[config.mk]
export PLATFORM = sky130hd
export DESIGN_NAME = rx_sample_packer
export DESIGN_NICKNAME = d
export VERILOG_FILES = /design/src/rtl/rx_pack_pkg.sv /design/src/rtl/rx_pack_scale.sv /design/src/rtl/rx_pack_capture.sv /design/src/rtl/rx_pack_seq.sv /design/src/rtl/rx_sample_packer.sv
export SDC_FILE = /design/constraint.sdc
export NUM_CORES = 1
export LEC_CHECK = 0
export ABC_AREA = 1
export ABC_CLOCK_PERIOD_IN_PS = 4500
export BUFFER_PORTS_ARGS = -buffer_cell sky130_fd_sc_hd__buf_2
export CAP_MARGIN = 5
export CORE_MARGIN = 10
export CORE_UTILIZATION = 40
export CTS_CLUSTER_DIAMETER = 100
export CTS_CLUSTER_SIZE = 10
export DETAILED_ROUTE_END_ITERATION = 10
export PLACE_DENSITY = 0.68
export SYNTH_ARGS = -nofsm -noshare
export SYNTH_HDL_FRONTEND = slang
export SYNTH_SLANG_ARGS = --single-unit
export TNS_END_PERCENT = 10
[constraint.sdc]
create_clock -name clk -period 4.5 [get_ports clk]
set_input_delay 0.225 -clock clk [delete_from_list [all_inputs] [get_ports clk]]
set_output_delay 0.225 -clock clk [all_outputs]
set_load 0.02 [all_outputs]
[src/rtl/rx_pack_pkg.sv]
package rx_pack_pkg;

   localparam int SHIFT_W = 4;
   localparam int WSEL_W  = 5;
   localparam logic [WSEL_W-1:0] WSEL_NARROW = 5'd8;

   // bit positions follow the format word: [10] flag, [9] deliver Q,
   // [8:4] width select, [3:0] shift
   typedef struct packed {
      logic              bypass;
      logic              want_q;
      logic [WSEL_W-1:0] wsel;
      logic [SHIFT_W-1:0] shift;
   } fmt_cfg_t;

endpackage

[src/rtl/rx_pack_scale.sv]
module rx_pack_scale
   import rx_pack_pkg::*;
#(
   parameter int W = 16
) (
   input  logic [W-1:0]       x,
   input  logic [SHIFT_W-1:0] sh,
   output logic [W-1:0]       y
);
   assign y = W'($signed(x) >>> sh);
endmodule

[src/rtl/rx_pack_capture.sv]
module rx_pack_capture
   import rx_pack_pkg::*;
#(
   parameter int NUM_CH = 4,
   parameter int W      = 16,
   parameter int CNT_W  = 4,
   localparam int NV    = 2 * NUM_CH
) (
   input  logic                  clk,
   input  logic                  rst_n,
   input  logic                  load,
   input  logic                  want_q,
   input  logic [SHIFT_W-1:0]    shift,
   input  logic [CNT_W-1:0]      nvals,
   input  logic [NUM_CH*W-1:0]   in_i,
   input  logic [NUM_CH*W-1:0]   in_q,
   output logic [NV-1:0][W-1:0]  slots
);
   logic [NUM_CH-1:0][W-1:0] si;
   logic [NUM_CH-1:0][W-1:0] sq;
   logic [NV-1:0][W-1:0]     next_slot;

   for (genvar c = 0; c < NUM_CH; c++) begin : g_ch
      rx_pack_scale #(.W(W)) u_si (.x(in_i[c*W +: W]), .sh(shift), .y(si[c]));
      rx_pack_scale #(.W(W)) u_sq (.x(in_q[c*W +: W]), .sh(shift), .y(sq[c]));
   end

   // values are compacted into emission order here, and slots past the
   // active count are zeroed so narrow padding falls out for free
   for (genvar j = 0; j < NV; j++) begin : g_slot
      logic [W-1:0] with_q;
      logic [W-1:0] i_only;
      if (j % 2 == 1) begin : g_odd
         assign with_q = sq[j/2];
      end else begin : g_even
         assign with_q = si[j/2];
      end
      if (j < NUM_CH) begin : g_ival
         assign i_only = si[j];
      end else begin : g_none
         assign i_only = '0;
      end
      assign next_slot[j] = (CNT_W'(j) < nvals) ? (want_q ? with_q : i_only) : '0;
   end

   always_ff @(posedge clk) begin
      if (!rst_n)    slots <= '0;
      else if (load) slots <= next_slot;
   end
endmodule

[src/rtl/rx_pack_seq.sv]
module rx_pack_seq #(
   parameter int NV    = 8,
   parameter int W     = 16,
   parameter int CNT_W = 4,
   localparam int HALF = W / 2
) (
   input  logic                 clk,
   input  logic                 rst_n,
   input  logic                 load,
   input  logic                 load_narrow,
   input  logic [CNT_W-1:0]     load_words,
   input  logic [NV-1:0][W-1:0] slots,
   input  logic                 out_ready,
   output logic                 out_valid,
   output logic [W-1:0]         out_data,
   output logic                 last_fire
);
   logic [CNT_W-1:0] idx;
   logic [CNT_W-1:0] words_r;
   logic             narrow_r;
   logic             fire;
   logic [W-1:0]     wide_w;
   logic [HALF-1:0]  lo_b;
   logic [HALF-1:0]  hi_b;

   assign fire      = out_valid && out_ready;
   assign last_fire = fire && (idx == words_r - 1'b1);

   always_ff @(posedge clk) begin
      if (!rst_n) begin
         out_valid <= 1'b0;
         idx       <= '0;
         words_r   <= '0;
         narrow_r  <= 1'b0;
      end else if (load) begin
         out_valid <= 1'b1;
         idx       <= '0;
         words_r   <= load_words;
         narrow_r  <= load_narrow;
      end else if (fire) begin
         idx <= idx + 1'b1;
         if (last_fire) out_valid <= 1'b0;
      end
   end

   always_comb begin
      wide_w = '0;
      lo_b   = '0;
      hi_b   = '0;
      for (int k = 0; k < NV; k++) begin
         if (idx == CNT_W'(k)) wide_w = slots[k];
      end
      for (int k = 0; k < NV / 2; k++) begin
         if (idx == CNT_W'(k)) begin
            lo_b = slots[2*k][HALF-1:0];
            hi_b = slots[2*k+1][HALF-1:0];
         end
      end
   end

   assign out_data = narrow_r ? {hi_b, lo_b} : wide_w;

   // a stalled word stays put
   a_r8_hold_stable: assert property (@(posedge clk) disable iff (!rst_n)
      (out_valid && !out_ready) |=> (out_valid && $stable(out_data)));

   // the word pointer never passes the period's word count
   a_r2_index_in_range: assert property (@(posedge clk) disable iff (!rst_n)
      out_valid |-> (idx < words_r));

   // width mode cannot change in the middle of a period
   a_r10_mode_held: assert property (@(posedge clk) disable iff (!rst_n)
      (out_valid && !last_fire) |=> $stable(narrow_r) && $stable(words_r));
endmodule

[src/rtl/rx_sample_packer.sv]
module rx_sample_packer
   import rx_pack_pkg::*;
#(
   parameter int NUM_CH   = 4,
   parameter int SAMPLE_W = 16,
   parameter int CFG_W    = 11,
   localparam int NV      = 2 * NUM_CH,
   localparam int CNT_W   = $clog2(NV + 1)
) (
   input  logic                         clk,
   input  logic                         rst_n,
   input  logic                         in_strobe,
   input  logic [NUM_CH*SAMPLE_W-1:0]   in_i,
   input  logic [NUM_CH*SAMPLE_W-1:0]   in_q,
   input  logic [CFG_W-1:0]             fmt_word,
   input  logic [2:0]                   chan_count,
   output logic                         out_valid,
   input  logic                         out_ready,
   output logic [SAMPLE_W-1:0]          out_data,
   output logic                         overrun
);
   if (NUM_CH != 1 && NUM_CH != 2 && NUM_CH != 4) begin : g_bad_ch
      $error("NUM_CH must be 1, 2 or 4");
   end
   if (SAMPLE_W % 2 != 0 || SAMPLE_W < 2) begin : g_bad_w
      $error("SAMPLE_W must be even");
   end
   if (CFG_W != $bits(fmt_cfg_t)) begin : g_bad_cfg
      $error("CFG_W must match the format word layout");
   end

   fmt_cfg_t               cfg;
   logic                   accept;
   logic                   last_fire;
   logic                   narrow;
   logic [CNT_W-1:0]       nvals;
   logic [CNT_W-1:0]       nwords;
   logic [NV-1:0][SAMPLE_W-1:0] slots;

   assign cfg    = fmt_cfg_t'(fmt_word);
   assign narrow = (cfg.wsel == WSEL_NARROW);
   assign accept = in_strobe && (!out_valid || last_fire);

   always_comb begin
      int req;
      int nv;
      case (chan_count)
         3'd1:    req = 1;
         3'd2:    req = 2;
         default: req = 4;
      endcase
      if (req > NUM_CH) req = NUM_CH;
      nv     = cfg.want_q ? 2 * req : req;
      nvals  = CNT_W'(nv);
      nwords = narrow ? CNT_W'((nv + 1) / 2) : CNT_W'(nv);
   end

   rx_pack_capture #(.NUM_CH(NUM_CH), .W(SAMPLE_W), .CNT_W(CNT_W)) u_cap (
      .clk    (clk),
      .rst_n  (rst_n),
      .load   (accept),
      .want_q (cfg.want_q),
      .shift  (cfg.shift),
      .nvals  (nvals),
      .in_i   (in_i),
      .in_q   (in_q),
      .slots  (slots)
   );

   rx_pack_seq #(.NV(NV), .W(SAMPLE_W), .CNT_W(CNT_W)) u_seq (
      .clk         (clk),
      .rst_n       (rst_n),
      .load        (accept),
      .load_narrow (narrow),
      .load_words  (nwords),
      .slots       (slots),
      .out_ready   (out_ready),
      .out_valid   (out_valid),
      .out_data    (out_data),
      .last_fire   (last_fire)
   );

   always_ff @(posedge clk) begin
      if (!rst_n)                     overrun <= 1'b0;
      else if (in_strobe && !accept)  overrun <= 1'b1;
   end

   // the loss flag never clears on its own
   a_r9_overrun_sticky: assert property (@(posedge clk) disable iff (!rst_n)
      overrun |=> overrun);

   // a strobe during a stall is lost and flagged
   a_r9_drop_flags: assert property (@(posedge clk) disable iff (!rst_n)
      (in_strobe && out_valid && !out_ready) |=> overrun);

   // an idle block always takes a strobe
   a_r9_idle_accepts: assert property (@(posedge clk) disable iff (!rst_n)
      (in_strobe && !out_valid) |=> out_valid);
endmodule

==> flow_summary.ini <==
[logic_synthesis]
synth-main-ff-cell = dfxtp_1
seq_area_frac_synth_pct = 21.8
synth_cell_types = 42
syn_area_per_cell_um2 = 5.37
synth_edf_count = 0
synth_seq_cells = 139
syn_area_um2 = 12800
yosysWarnings = 0
syn-num-nets = 2536
synth_cells = 2383
synthArstFlopShare_pct = 0

[timing]
tightest_slew_ps = 1040
max_freq_mhz = 260
worst_slack_ps = 658
post-route-min-period_ps = 3840
fin_skew_ps = 8.57
slew_headroom_pct = 30.2
hold_violations = 0
finalSetupViolCount = 0
finalCritPeriodShare_pct = 85.4
rsz0062_at_grt = false
setup_tns_ps = 0
drv_slew = 0
hold-worst-slack_ps = 122

[clock_network]
cts_setup_buffers = 0
cts.htree.levels = 4
cts.sinks = 139
cts_resized = 0
hold_buffers = 0
cts_buffers = 17
cts_tree = done
cts.clk_slew.worst_paths_ps = 60
clock_latency_ps = 430
clock_path_buffers = 2
cts_root_buf = clkbuf_16

[worst_setup_path]
reg2reg_depth = 12
critPathCapture = out_data[9]
r2r_end = u_cap.slots[97]$_SDFFE_PN0P_
cp_data_arrival_time_ps = 3620
crit_start = u_seq.idx[1]$_SDFFE_PP0P_
cp.required_ps = 4280
crit_path_max_fanout = 21
path_class = flip-flop to output pin
r2r_start = u_seq.words_r[0]$_SDFFE_PN0P_
start_kind = flip-flop
r2r_slack_ps = 1960
endpoint_kind = output pin

[floorplan]
num_io_pins = 164
start_util_pct = 40.5
fp.dieW_um = 199
core-area_um2 = 31600
die_h_um = 199
die_area_um2 = 39500
rows = 65

[pwr]
p_sw_mw = 1.35
pwr-share-comb_pct = 27.6
internal_power_mw = 2.49
seqPwrFrac_pct = 35.5
peakVddDrop_uv = 250
p_clk_share_pct = 37.0
power_mw = 3.84
powerDensity_nw_per_um2 = 272
sw_frac_of_total_pct = 35.2
leakagePower_nw = 7.27

[drt]
drtIter0Drc = 1843
ant_nets = 0
viasPerCell = 5.51
dr_total_vias = 15600
drtPass1Iterations = 6
routedWlPerCell_um = 16.6
wirelength_um = 47100
drc = 0

[placement]
post-dp-hpwl_um = 35800
globalplace.congestion = 0.978
place_inst = 2807
post-place-ws_ps = 1240
portBuffers = 162

[final_layout]
syn_to_final_growth_pct = 10.3
multi_input_area_um2 = 8670
antennaDiodeCount = 0
fin_nets = 2577
seqCellArea_um2 = 2780
layout_commonest_cell = nand2_1
fill_cells = 3512
post_layout_nonfiller_instances = 2839
final_layout_size_suffix_gt1_share_pct = 11.7
final_cell_mix = 1005 x nand2_1, 422 x nand3_1, 183 x o21ai_0, 160 x buf_2, 141 x inv_1

[global_routing]
grt_pass1_vias = 13800
grt_pass1_wl_um = 73900
antenna_found_initial = 2
grtUsageTotal_pct = 23.0
grt_max_degree = 122
grt_overflow_total = 0

[job]
drv_cap = 0

[worst_hold_path]
hold_path.class = primary input to flip-flop

[status]
status = completed
==> stage by stage <==
stage	cell area (µm²)	utilization (%)
6_report	14100	44.7
5_1_grt	14100	44.7
4_1_cts	14100	44.7
3_5_place_dp	13500	42.8
3_3_place_gp	13500	42.8
2_1_floorplan	12800	-
==> worst min-delay path by stage <==
stage	from	endpoint	slack (ps)	cells after the start
after global placement	u_cap.slots[90]$_SDFFE_PN0P_	u_cap.slots[90]$_SDFFE_PN0P_	440	2
after global routing	in_q[47]	u_cap.slots[95]$_SDFFE_PN0P_	120	3
after floorplan	rst_n	u_cap.slots[15]$_SDFFE_PN0P_	380	2
after detailed placement	u_cap.slots[43]$_SDFFE_PN0P_	u_cap.slots[43]$_SDFFE_PN0P_	440	2
final	in_q[47]	u_cap.slots[95]$_SDFFE_PN0P_	120	3
after CTS	in_q[47]	u_cap.slots[95]$_SDFFE_PN0P_	100	3
==> Yosys cell counts (13+ instances only) <==
cell | n | area (µm²)
nor2_1 | 94 | 353
a21oi_1 | 53 | 265
inv_1 | 142 | 533
buf_1 | 28 | 105
nand2_1 | 1005 | 3770
o21ai_0 | 183 | 916
buf_6 | 13 | 146
clkbuf_1 | 66 | 248
buf_2 | 47 | 235
o21ai_1 | 34 | 170
nand3_1 | 422 | 2110
o211ai_1 | 39 | 293
or2_2 | 43 | 269
dfxtp_1 | 139 | 2780
==> sequential cells by signal, summed over array words and instances, names as in the netlist <==
name,count
overrun,1
u_seq.narrow_r,1
u_seq.idx,4
u_cap.slots,128
u_seq.out_valid,1
u_seq.words_r,4
==> layout make-up <==
type                            instances  area share, %
Tap cell                              402           3.56
Sequential cell                       139           19.7
Inverter                              152           4.05
Clock inverter                         12          0.975
Clock buffer                           20           3.24
Timing Repair Buffer                  180           7.00
Multi-Input combinational cell       1934           61.5
==> worst max-delay path, cell delays in order, from the launching register on <==
cell	delay, ps
dfxtp_1	370
inv_1	110
ha_1	420
inv_1	420
nor2_2	690
buf_4	300
nand2_1	60
nand3_1	80
nand3_1	100
nand3_1	170
nand2_1	90
nand2_1	70
nand2_1	70
nand2_1	70
buf_2	160
==> per-layer routing <==
layer / vias up / track usage [%] / share of wire, %
met5: - / 0 / 0.057
met4: 4 / 6.53 / 2.4
met3: 70 / 3.90 / 8.9
met2: 724 / 33.7 / 42
met1: 7048 / 33.5 / 47
li1: 7788 / - / -
==> power by group through the flow <==
stage | sequential, mW | clock [mW] | combinational (mW)
floorplan | 1.36 | 0 | 0.727
global placement | 1.38 | 0 | 1.02
detailed placement | 1.39 | 0 | 1.03
CTS | 1.36 | 1.42 | 1.03
global route | 1.37 | 1.48 | 1.18
finish | 1.36 | 1.42 | 1.06
==> cell families (layout without fill, tap and decap cells) <==
kind of cell	after synthesis	count (layout)	synth area share, %
AOI/OAI and AO/OA	333	333	14.3
xor gates and xnor gates	5	5	0.342
adders and majority gates	7	7	0.685
buffers and inverters	310	364	10.4
DFF	139	139	21.8
muxes	1	1	0.0783
and+or+nand+nor	1588	1588	52.4
No activity file was read; power rests on OpenSTA's default activity.
